<file path="src/rtl/irq_deleg_select.sv">
module irq_deleg_select #(
  parameter int NIRQ = 64,
  localparam int IDX_W = (NIRQ > 1) ? $clog2(NIRQ) : 1
) (
  input  logic [NIRQ-1:0]  pend_i,
  input  logic [NIRQ-1:0]  enab_i,
  input  logic [NIRQ-1:0]  mdeleg_i,
  input  logic [NIRQ-1:0]  hdeleg_i,
  input  logic [1:0]       priv_i,
  input  logic             virt_i,
  input  logic             mie_i,
  input  logic             sie_i,
  output logic             irq_valid_o,
  output logic [IDX_W-1:0] irq_idx_o
);

  localparam logic [1:0] PRIV_U = 2'd0;
  localparam logic [1:0] PRIV_S = 2'd1;
  localparam logic [1:0] PRIV_M = 2'd3;

  logic            m_open, s_open, hs_open, vs_open;
  logic [NIRQ-1:0] cand, grp_mask, surv;

  assign cand    = pend_i & enab_i;
  assign m_open  = (priv_i < PRIV_M) || ((priv_i == PRIV_M) && mie_i);
  assign s_open  = (priv_i == PRIV_U) || ((priv_i == PRIV_S) && sie_i);
  assign hs_open = virt_i || s_open;
  assign vs_open = virt_i && s_open;

  assign grp_mask = (~mdeleg_i & {NIRQ{m_open}})
                  | (mdeleg_i & ~hdeleg_i & {NIRQ{hs_open}})
                  | (mdeleg_i & hdeleg_i & {NIRQ{vs_open}});
  assign surv = cand & grp_mask;

  always_comb begin
    irq_valid_o = 1'b0;
    irq_idx_o   = '0;
    for (int i = NIRQ - 1; i >= 0; i--) begin
      if (surv[i]) begin
        irq_valid_o = 1'b1;
        irq_idx_o   = i[IDX_W-1:0];
      end
    end
  end

  logic [NIRQ-1:0] below_mask;
  assign below_mask = ~({NIRQ{1'b1}} << irq_idx_o);

  always_comb begin
    if (cand == '0) AST_EMPTY_NO_VALID: assert (!irq_valid_o);
    if (irq_valid_o) begin
      AST_WINNER_PENDING: assert (pend_i[irq_idx_o] && enab_i[irq_idx_o]);
      AST_LOWEST_WINS: assert ((surv & below_mask) == '0);
      if (!mdeleg_i[irq_idx_o])
        AST_MGRP_GATE: assert (priv_i != PRIV_M || mie_i);
      if (mdeleg_i[irq_idx_o] && !hdeleg_i[irq_idx_o])
        AST_HSGRP_GATE: assert (virt_i || priv_i == PRIV_U || (priv_i == PRIV_S && sie_i));
      if (mdeleg_i[irq_idx_o] && hdeleg_i[irq_idx_o])
        AST_VSGRP_GATE: assert (virt_i && (priv_i == PRIV_U || (priv_i == PRIV_S && sie_i)));
    end else begin
      AST_IDLE_IDX_ZERO: assert (irq_idx_o == '0);
    end
  end

endmodule

</file>
<file path="config.mk">
export PLATFORM = sky130hd
export DESIGN_NAME = irq_deleg_select
export DESIGN_NICKNAME = d
export VERILOG_FILES = /design/src/rtl/irq_deleg_select.sv
export SDC_FILE = /design/constraint.sdc
export NUM_CORES = 1
export LEC_CHECK = 0
export BUFFER_PORTS_ARGS = -buffer_cell sky130_fd_sc_hd__buf_2
export CAP_MARGIN = 20
export CELL_PAD_IN_SITES_DETAIL_PLACEMENT = 2
export CELL_PAD_IN_SITES_GLOBAL_PLACEMENT = 2
export CORE_MARGIN = 5
export CORE_UTILIZATION = 17
export DETAILED_ROUTE_END_ITERATION = 12
export GPL_TIMING_DRIVEN = 1
export PLACE_DENSITY_LB_ADDON = 0.1
export RECOVER_POWER = 25
export SYNTH_ARGS = -nofsm -noshare
export SYNTH_HDL_FRONTEND = slang
export SYNTH_SLANG_ARGS = --single-unit
export TNS_END_PERCENT = 30
</file>
<file path="constraint.sdc">
create_clock -name vclk -period 2.2
set_input_delay 0.22 -clock vclk [all_inputs]
set_output_delay 0.22 -clock vclk [all_outputs]
set_load 0.05 [all_outputs]
</file>
Word-level counts from Yosys, hierarchy flattened
Cells that the tools add are included. Widths: inputs -> output; s select.

Reduce and logical (&&, ||, !) cells: 7. Eq/ne operators: 2. Mux-type cells: 128. Bitwise gates (word level): 11. Magnitude comparators: 1.

Operators with widths (count): $and 64x64->64 (7); $mux 6 (64); $not 64->64 (2); $or 64x64->64 (2); $mux 1 (64); $logic_and 1x1->1 (3); $logic_or 1x1->1 (3); $eq 2x1->1 const B (1); $eq 2x2->1 const B (1); $logic_not 2->1 (1); $lt 2x2->1 const B (1).

Logic and storage cells: 149. Input port bits: 261. Register bits: 0. Output and inout bits: 7.

Logic depth before layout (Yosys ltp)
Gate-level depths: netlist (run 1).

Word-level depth: 72. Mapped depth: 11. Depth with buffers taken out: 8.

Worst setup path after synthesis (run 1)
Ideal clock, no wire load.

Kind: in2out. From: input priv_i[1]. To: output irq_idx_o[0]. Data required time: 1.980 ns. Data arrival time: 2.577 ns. Path buffers: 2. Stages: 9. Slack: -0.597 ns. Cell sequence: buf_6 buf_4 o311ai_2 o2111ai_1 a21boi_1 o2111ai_1 o2111ai_1 or3_1 o211ai_1.

Cells in the longest elaborated chain, start to end: 72. Elaborated cells on any way between the ends: 80. Those cells by class: order compare: 1; eq/ne: 2; mux: 64; bitwise: 6; reduce/logical: 7.

Ends and longest elaborated chain: from (decl) (line 9) `input logic [1:0] priv_i,`; $eq 2x1->1 (line 26) `assign s_open = (priv_i == PRIV_U) || ((priv_i == PRIV_S) && sie_i);`; $logic_and 1x1->1 (line 26); $logic_or 1x1->1 (line 26); $logic_or 1x1->1 (line 27) `assign hs_open = virt_i || s_open;`; $and 64x64->64 (line 31) `| (mdeleg_i & ~hdeleg_i & {NIRQ{hs_open}})`; $or 64x64->64 (line 31); $or 64x64->64 * (line 32) `| (mdeleg_i & hdeleg_i & {NIRQ{vs_open}});`; $and 64x64->64 * (line 33) `assign surv = cand & grp_mask;`; $mux 6 (63 in a row) (line 39) `if (surv[i]) begin`; $mux 6 * (line 39); to (decl) (line 14) `output logic [IDX_W-1:0] irq_idx_o`.

Every way passes the cells marked *; elsewhere a longest branch is shown, timed or not.

Worst setup path in the final report (run 1)
From: input virt_i. To: output irq_idx_o[0].

Cells in the longest elaborated chain, start to end: 69. Elaborated cells on any way between the ends: 71. Those cells by class: mux: 64; bitwise: 5; reduce/logical: 2.

Ends and longest elaborated chain: from (decl) (line 10) `input logic virt_i,`; $logic_or 1x1->1 (line 27); $and 64x64->64 (line 31); $or 64x64->64 (line 31); $or 64x64->64 * (line 32); $and 64x64->64 * (line 33); $mux 6 (63 in a row) (line 39); $mux 6 * (line 39).

Marked as above.

==> flow_summary.ini, run 1 <==
[placed_design]
place_ws_ns = -0.9985
place_congestion = 0.8174
io_buffers = 268
post-dp-hpwl_mm = 18.93
postPlaceCellArea_mm2 = 0.005768
placed_cells = 1041

[power]
p_per_area_mw_per_mm2 = 235.9
ir_drop_uv = 89.37
p_leak_nw = 3.065
power_mw = 1.597

[route]
num_vias = 5460
wirelength_mm = 22.68
first_pass_iters = 4
drc = 0
drtIter0Drc = 100
via_per_inst = 5.093
wl_per_cell_um = 21.16
postRouteAntennaNets = 0

[min_path]
min-delay-path-class = input pin to output pin

[timing]
slew_headroom_pct = 68.82
tightest_slew_ns = 0.4605
fin_crit_sh_pct = 125.6
final.setup.tns_ns = -3.549
post-route-min-period_ns = 2.762
setup_violations = 7
hold_violations = 0
slew_violations = 0
timing.final.ws_setup_ns = -0.5622
rsz0062_at_grt = true
hold_slack_ns = 1.056
max_freq_mhz = 362.0

[worst_setup_path]
critPathRequiredTime_ns = 1.98
worstSetupPathType = input pin to output pin
critPathLaunchType = input pin
crit_path_end_kind = output pin
crit_arrival_ns = 2.54
cp_max_fo = 12

[yosys]
syn-num-nets = 714
syn-instance-count = 453
seq_area_frac_synth_pct = 0
ys_warn_count = 0
ys_types = 57
syn_area_mm2 = 0.003248
syn_area_per_cell_um2 = 7.170

[outcome]
failed_checks = negative setup slack
status = finished with violations

[layout]
stdcell_count = 1072
final_cell_area_mm2 = 0.006768
regArea_um2 = 0
fin_util_pct = 36.06
multi_input_area_mm2 = 0.003576
drive_above_1_share_pct = 60.77
syn_to_final_growth_pct = 108.4
seq_cell_count = 0
clkbuf_count = 0
fill_cells = 2199
final_net_count = 1099

[clock_tree]
hold_buffers = 0

[grt]
grt_pass1_vias = 6434
grt_max_degree = 30
grt_pass1_wl_mm = 34.78
grt_usage_pct = 19.47
grt_overflow_total = 0
antenna_found_initial = 3

[die]
pin_count = 268
start_util_pct = 17.31
die-area_mm2 = 0.02197
rows = 50
core_area_mm2 = 0.01877
die_h_um = 148.2
die_w_um = 148.2

[job]
max-cap-violations = 0
[what timing repair did]
item,CTS,global route
cloned,4,0
endpoints found under the hold margin,0,0
setup buffers,20,7
endpoints found under the setup margin,7,7
pin swaps,55,11
resized for setup,120,10
[worst max-delay path, stage by stage]
cell and delay, ns:
buf_6 0.15, buf_8 0.15, nor2b_1 0.08, o311ai_4 0.31, o2111ai_2 0.18, a21boi_2 0.20
o2111ai_2 0.21, o2111ai_2 0.16, or3_1 0.39, o211ai_1 0.25, clkbuf_16 0.22
[worst paths after layout]
kind,endpoint,slack [ns],startpoint,depth (start not counted)
max,irq_idx_o[0],-0.56,virt_i,11
min,irq_idx_o[1],1.06,enab_i[1],5
[where the power goes]
group	switching (mW)	internal, mW	leakage (nW)	total [mW]
sequential	0	0	0	0
clock	0	0.000000122	0.0000127	0.000000122
combinational	0.776	0.821	3.07	1.60
total	0.776	0.821	3.07	1.60
[Yosys cell counts (3+ instances only)]
cell       count  share of area (%)
o211ai_1       7                1.6
nand2b_1      66                 13
and2_1         9                1.7
o211a_1       17                5.2
nand2_1       32                3.7
nor3_1         3               0.46
o21ai_1        3               0.46
nor4_1         3               0.58
buf_4          4               0.92
buf_6         14                4.9
nand4_1        9                1.7
o311ai_0      24                6.5
inv_1          9                1.0
o2111ai_1     45                 12
o311ai_2       6                3.0
clkbuf_1       4               0.46
o21ai_0       10                1.5
nand3_1        8                1.2
a211oi_1       5                1.2
nor2b_1       63                 12
o311ai_1      31                8.4
a31oi_1        3               0.58
buf_2         12                1.8
nor2_1         6               0.69
and3_1         4               0.77
a22oi_1        8                1.8
a21oi_1        8                1.2
[cells by family after synthesis]
kind of cell,synth area share (%)
AND/OR/NAND/NOR,38.94
AO/OA/AOI/OAI,51.81
buffers and inverters,9.245
[area by class of cell]
type                       count  area share, %
inverter                      10         0.5546
timing repair buffer         417          42.21
multi-input combinational    409          52.84
antenna                        2        0.07395
tap                          234          4.326
[layout by cell type (no fill, tap or decap), types with 3 or more instances in the layout]
| cell | count |
|---|---|
| nand3_1 | 8 |
| nand2_2 | 3 |
| nand2b_1 | 65 |
| buf_2 | 258 |
| nor3_2 | 3 |
| o311ai_1 | 25 |
| o311ai_4 | 10 |
| o211ai_1 | 7 |
| and3_1 | 3 |
| nand4_1 | 9 |
| o2111ai_1 | 18 |
| a22oi_2 | 3 |
| o311ai_0 | 12 |
| a2111oi_2 | 3 |
| nand2_1 | 29 |
| nor2_1 | 6 |
| buf_12 | 16 |
| a21oi_2 | 3 |
| a22oi_1 | 6 |
| buf_6 | 13 |
| o21ai_0 | 9 |
| and2_1 | 8 |
| o211a_1 | 17 |
| inv_1 | 9 |
| o2111ai_2 | 25 |
| nor2b_1 | 63 |
| a21oi_1 | 5 |
| a211oi_2 | 3 |
| buf_4 | 123 |
| o311ai_2 | 14 |
[layer usage]
layer  part of all wire, %  routed length (um)  vias up  global-route usage [%]
li1                      -                   -     2629                       -
met1                    43                9840     2629                   24.14
met2                    50               11320      184                   36.72
met5                 0.031                   7        -                       0
met4                  0.89                 201        2                   1.524
met3                   5.8                1309       16                   3.169
(Power assumes the default switching activity.)
==> inputs of run 2 (changes only) <==
--- a/config.mk
+++ b/config.mk
@@ -9,12 +9,13 @@
 export CAP_MARGIN = 20
 export CELL_PAD_IN_SITES_DETAIL_PLACEMENT = 2
 export CELL_PAD_IN_SITES_GLOBAL_PLACEMENT = 2
-export CORE_MARGIN = 5
+export CORE_MARGIN = 3
 export CORE_UTILIZATION = 17
 export DETAILED_ROUTE_END_ITERATION = 12
 export GPL_TIMING_DRIVEN = 1
 export PLACE_DENSITY_LB_ADDON = 0.1
 export RECOVER_POWER = 25
+export REMOVE_ABC_BUFFERS = 1
 export SYNTH_ARGS = -nofsm -noshare
 export SYNTH_HDL_FRONTEND = slang
 export SYNTH_SLANG_ARGS = --single-unit
==> flow_summary.ini, run 2 (synthesized netlist as in run 1, its figures left out) <==
[route]
via_per_inst = 5.161
wl_per_cell_um = 20.22
drtIter0Drc = 94
first_pass_iters = 5
drc = 0
num_vias = 5398
wirelength_mm = 21.15
postRouteAntennaNets = 0

[worst_setup_path]
cp_max_fo = 5
critPathRequiredTime_ns = 1.98
cp_slowest_stage_delay_ns = 0.40
critPathLaunchType = input pin
worstSetupPathType = input pin to output pin
crit_path_cell_trace = buf_12 > nor2b_4 > buf_6 > buf_4 > o311a_1 > a2bb2oi_4 > o311ai_2 > a211oi_2 > nor4_2 > o21ai_2 > a31oi_2 > buf_12
cp_slowest_cell = o311ai_2
crit_arrival_ns = 2.61
cp_common_cell = buf_12
crit_path_end_kind = output pin

[die]
die_w_um = 144.2
die-area_mm2 = 0.02080
core_area_mm2 = 0.01839
start_util_pct = 17.66
rows = 49
pin_count = 268
die_h_um = 144.2

[layout]
regArea_um2 = 0
final_common_cell = buf_2
clkbuf_count = 0
seq_cell_count = 0
stdcell_count = 1046
layout_common_cells = 257 x buf_2, 112 x buf_4, 66 x nand2b_1, 63 x nor2b_1, 30 x o311ai_1
antenna_cells = 0
drive_above_1_share_pct = 59.12
final_net_count = 1080
syn_to_final_growth_pct = 98.00

[power]
p_int_mw = 0.7499
p_leak_nw = 2.932
swShare_pct = 49.35
power.share.clock_pct = 0
power_frac_seq_pct = 0
p_comb_share_pct = 100.0
p_per_area_mw_per_mm2 = 230.2
power_mw = 1.481
ir_drop_uv = 95.42
power.switching_mw = 0.7308

[outcome]
status = finished with violations
failed_checks = negative setup slack

[timing]
post-route-min-period_ns = 2.835
hold_violations = 0
fin_crit_sh_pct = 128.8
slew_headroom_pct = 63.11
tightest_slew_ns = 0.5464
max_freq_mhz = 352.8
setup_violations = 7
timing.final.ws_setup_ns = -0.6346
slew_violations = 0
final.setup.tns_ns = -3.568
rsz0062_at_grt = true

[grt]
grt_max_degree = 32
grt.met3_usage_pct = 2.480
grt_pass1_wl_mm = 31.84
grt_overflow_total = 0
use_met1_pct = 23.55
grt_pass1_vias = 6060
busiest_layer = met2
met2_usage_pct = 35.86
antenna_found_initial = 0
grt_usage_pct = 18.84

[min_path]
min-delay-path-class = input pin to output pin

[placed_design]
io_buffers = 268
place_congestion = 0.7730
placed_cells = 1013
post-dp-hpwl_mm = 16.74

[job]
max-cap-violations = 0

[clock_tree]
hold_buffers = 0
-- run 2: repair_timing --
action	CTS	global route
setup endpoints to repair	7	7
gates cloned	5	0
pin swaps	44	26
setup buffers	25	4
endpoints found under the hold margin	0	0
resized for setup	94	32
-- run 2: critical path, delay by kind of cell --
kind            cells  cell delay [ns]
compound gates      6             1.44
buf+inv             4             0.57
simple gates        2             0.37
-- run 2: final cells by class --
cell class	instances	area (um^2)
fillers	2200	11960
multi-input cells	410	3486
repair buffers	397	2621
well taps	229	286.5
inverters	10	37.54
-- run 2: path summary, 6_finish.rpt --
path                   from           end  slack [ns]  cells past startpoint
hold / removal    pend_i[1]  irq_idx_o[1]        1.11                      5
setup / recovery  priv_i[0]  irq_idx_o[1]       -0.63                     12
-- run 2: layer usage --
layer / up-vias / part of all wire, %
li1: 2584 / -
met1: 2629 / 42
met2: 169 / 52
met3: 16 / 5.5
met4: 0 / 0.90
met5: - / 0
-- run 2: power by group through the flow --
stage	registers [mW]	logic (mW)	clock network [mW]
6_report	0	1.48	0
5_1_grt	0	1.62	0
3_3_place_gp	0	1.18	0
3_5_place_dp	0	1.22	0
4_1_cts	0	1.44	0
2_1_floorplan	0	0.500	0
-- run 2: per-stage QoR --
step                setup WS [ns]  hold slack, ns  utilization (%)  cell area, um^2
global route              -0.7184           1.159            34.97             6431
CTS                       -0.6172           1.131            34.18             6287
floorplan                  -1.048          0.8386                -             2985
global placement          -0.9511           1.062            29.93             5504
finish                    -0.6346           1.114            34.97             6431
detailed placement        -0.9621           1.097            29.93             5504
==> inputs of run 3 (changes only) <==
--- a/config.mk
+++ b/config.mk
@@ -16,6 +16,7 @@
 export PLACE_DENSITY_LB_ADDON = 0.1
 export RECOVER_POWER = 25
 export REMOVE_ABC_BUFFERS = 1
+export SETUP_SLACK_MARGIN = 0.05
 export SYNTH_ARGS = -nofsm -noshare
 export SYNTH_HDL_FRONTEND = slang
 export SYNTH_SLANG_ARGS = --single-unit
==> flow_summary.ini, run 3 (synthesized netlist as in run 1, its figures left out) <==
[outcome]
status = finished with violations
failed_checks = negative setup slack

[grt]
grt_pass1_vias = 6060
grt_max_degree = 32
grt_overflow_total = 0
grt_usage_pct = 18.84
grt_pass1_wl_mm = 31.84
antenna_found_initial = 0

[timing]
setup_violations = 7
slew_headroom_pct = 63.11
slew_violations = 0
max_freq_mhz = 352.8
rsz0062_at_grt = true
timing.final.ws_setup_ns = -0.6347
hold_slack_ns = 1.111
tightest_slew_ns = 0.5464
fin_crit_sh_pct = 128.8
hold_violations = 0
final.setup.tns_ns = -3.556
post-route-min-period_ns = 2.835

[clock_tree]
hold_buffers = 0

[power]
ir_drop_uv = 95.65
p_per_area_mw_per_mm2 = 230.2
p_leak_nw = 2.932
power_mw = 1.481

[worst_setup_path]
crit_arrival_ns = 2.61
cp_common_cell = buf_12
critical_path_buf_inv_count = 4
critPathRequiredTime_ns = 1.98
cp_slowest_stage_delay_ns = 0.40
worstSetupPathType = input pin to output pin
crit_path_end_kind = output pin
crit_path_cell_trace = buf_12 > nor2b_4 > buf_6 > buf_4 > o311a_1 > a2bb2oi_4 > o311ai_2 > a211oi_2 > nor4_2 > o21ai_2 > a31oi_2 > buf_12
cp_slowest_cell = o311ai_2
critPathLaunchType = input pin
critPathTopFamily = compound AO/OA/AOI/OAI gates
cp_max_fo = 5

[layout]
final_cell_area_mm2 = 0.006431
syn_to_final_growth_pct = 98.00
antenna_cells = 0
regArea_um2 = 0
final_common_cell = buf_2
final_net_count = 1080
clkbuf_count = 0
fill_cells = 2200
layout_common_cells = 257 x buf_2, 112 x buf_4, 66 x nand2b_1, 63 x nor2b_1, 30 x o311ai_1
seq_cell_count = 0
drive_above_1_share_pct = 59.12
multi_input_area_mm2 = 0.003486

[die]
die-area_mm2 = 0.02080
rows = 49
pin_count = 268
core_area_mm2 = 0.01839
die_w_um = 144.2
die_h_um = 144.2
start_util_pct = 17.66

[placed_design]
postPlaceCellArea_mm2 = 0.005504
place_ws_ns = -0.9621
post-dp-hpwl_mm = 16.74
place_congestion = 0.7730
io_buffers = 268

[route]
first_pass_iters = 4
drtIter0Drc = 87
wirelength_mm = 21.16
wl_per_cell_um = 20.23
num_vias = 5388
postRouteAntennaNets = 0
drc = 0
via_per_inst = 5.151

[min_path]
min-delay-path-class = input pin to output pin

[job]
max-cap-violations = 0
run 3: cell counts in the layout (fill, tap and decap cells not counted):
No cell type changed its count.
run 3: final timing paths:
kind	startpoint	endpoint	slack, ns	cells after the start
worst max-delay path	priv_i[0]	irq_idx_o[1]	-0.63	12
worst min-delay path	pend_i[1]	irq_idx_o[1]	1.11	5
run 3: cell type report:
class | count | area share, %
Inverter | 10 | 0.5837
Multi-Input combinational cell | 410 | 54.20
Tap cell | 229 | 4.455
Timing Repair Buffer | 397 | 40.76
run 3: worst min-delay path: cells and delay by family:
family,cells,cell delay [ns]
buffers and inverters,2,0.23
AO/OA/AOI/OAI,3,0.44
run 3: metal layers:
layer | GRT usage, % | vias to the layer above | routed length, um
met3 | 2.480 | 18 | 1164
met1 | 23.55 | 2620 | 8792
met4 | 1.227 | 0 | 189
li1 | - | 2584 | -
met5 | 0 | - | 0
met2 | 35.86 | 166 | 11010
run 3: repair_timing:
action | 4_1_cts | 5_1_grt
buffers inserted | 25 | 4
endpoints found under the setup margin | 7 | 7
gates resized for setup | 94 | 32
cloned | 5 | 0
pin swaps | 44 | 26
run 3: stage by stage:
step | cells | util, %
2_1_floorplan | 419 | -
3_3_place_gp | 1013 | 29.93
3_5_place_dp | 1013 | 29.93
4_1_cts | 1043 | 34.18
5_1_grt | 1046 | 34.97
6_report | 1046 | 34.97
run 3: report_power, final:
part / total [mW] / switching [mW] / internal (mW) / leakage, nW
combinational: 1.48 / 0.731 / 0.750 / 2.93
sequential: 0 / 0 / 0 / 0
clock: 0 / 0 / 0 / 0
total: 1.48 / 0.731 / 0.750 / 2.93
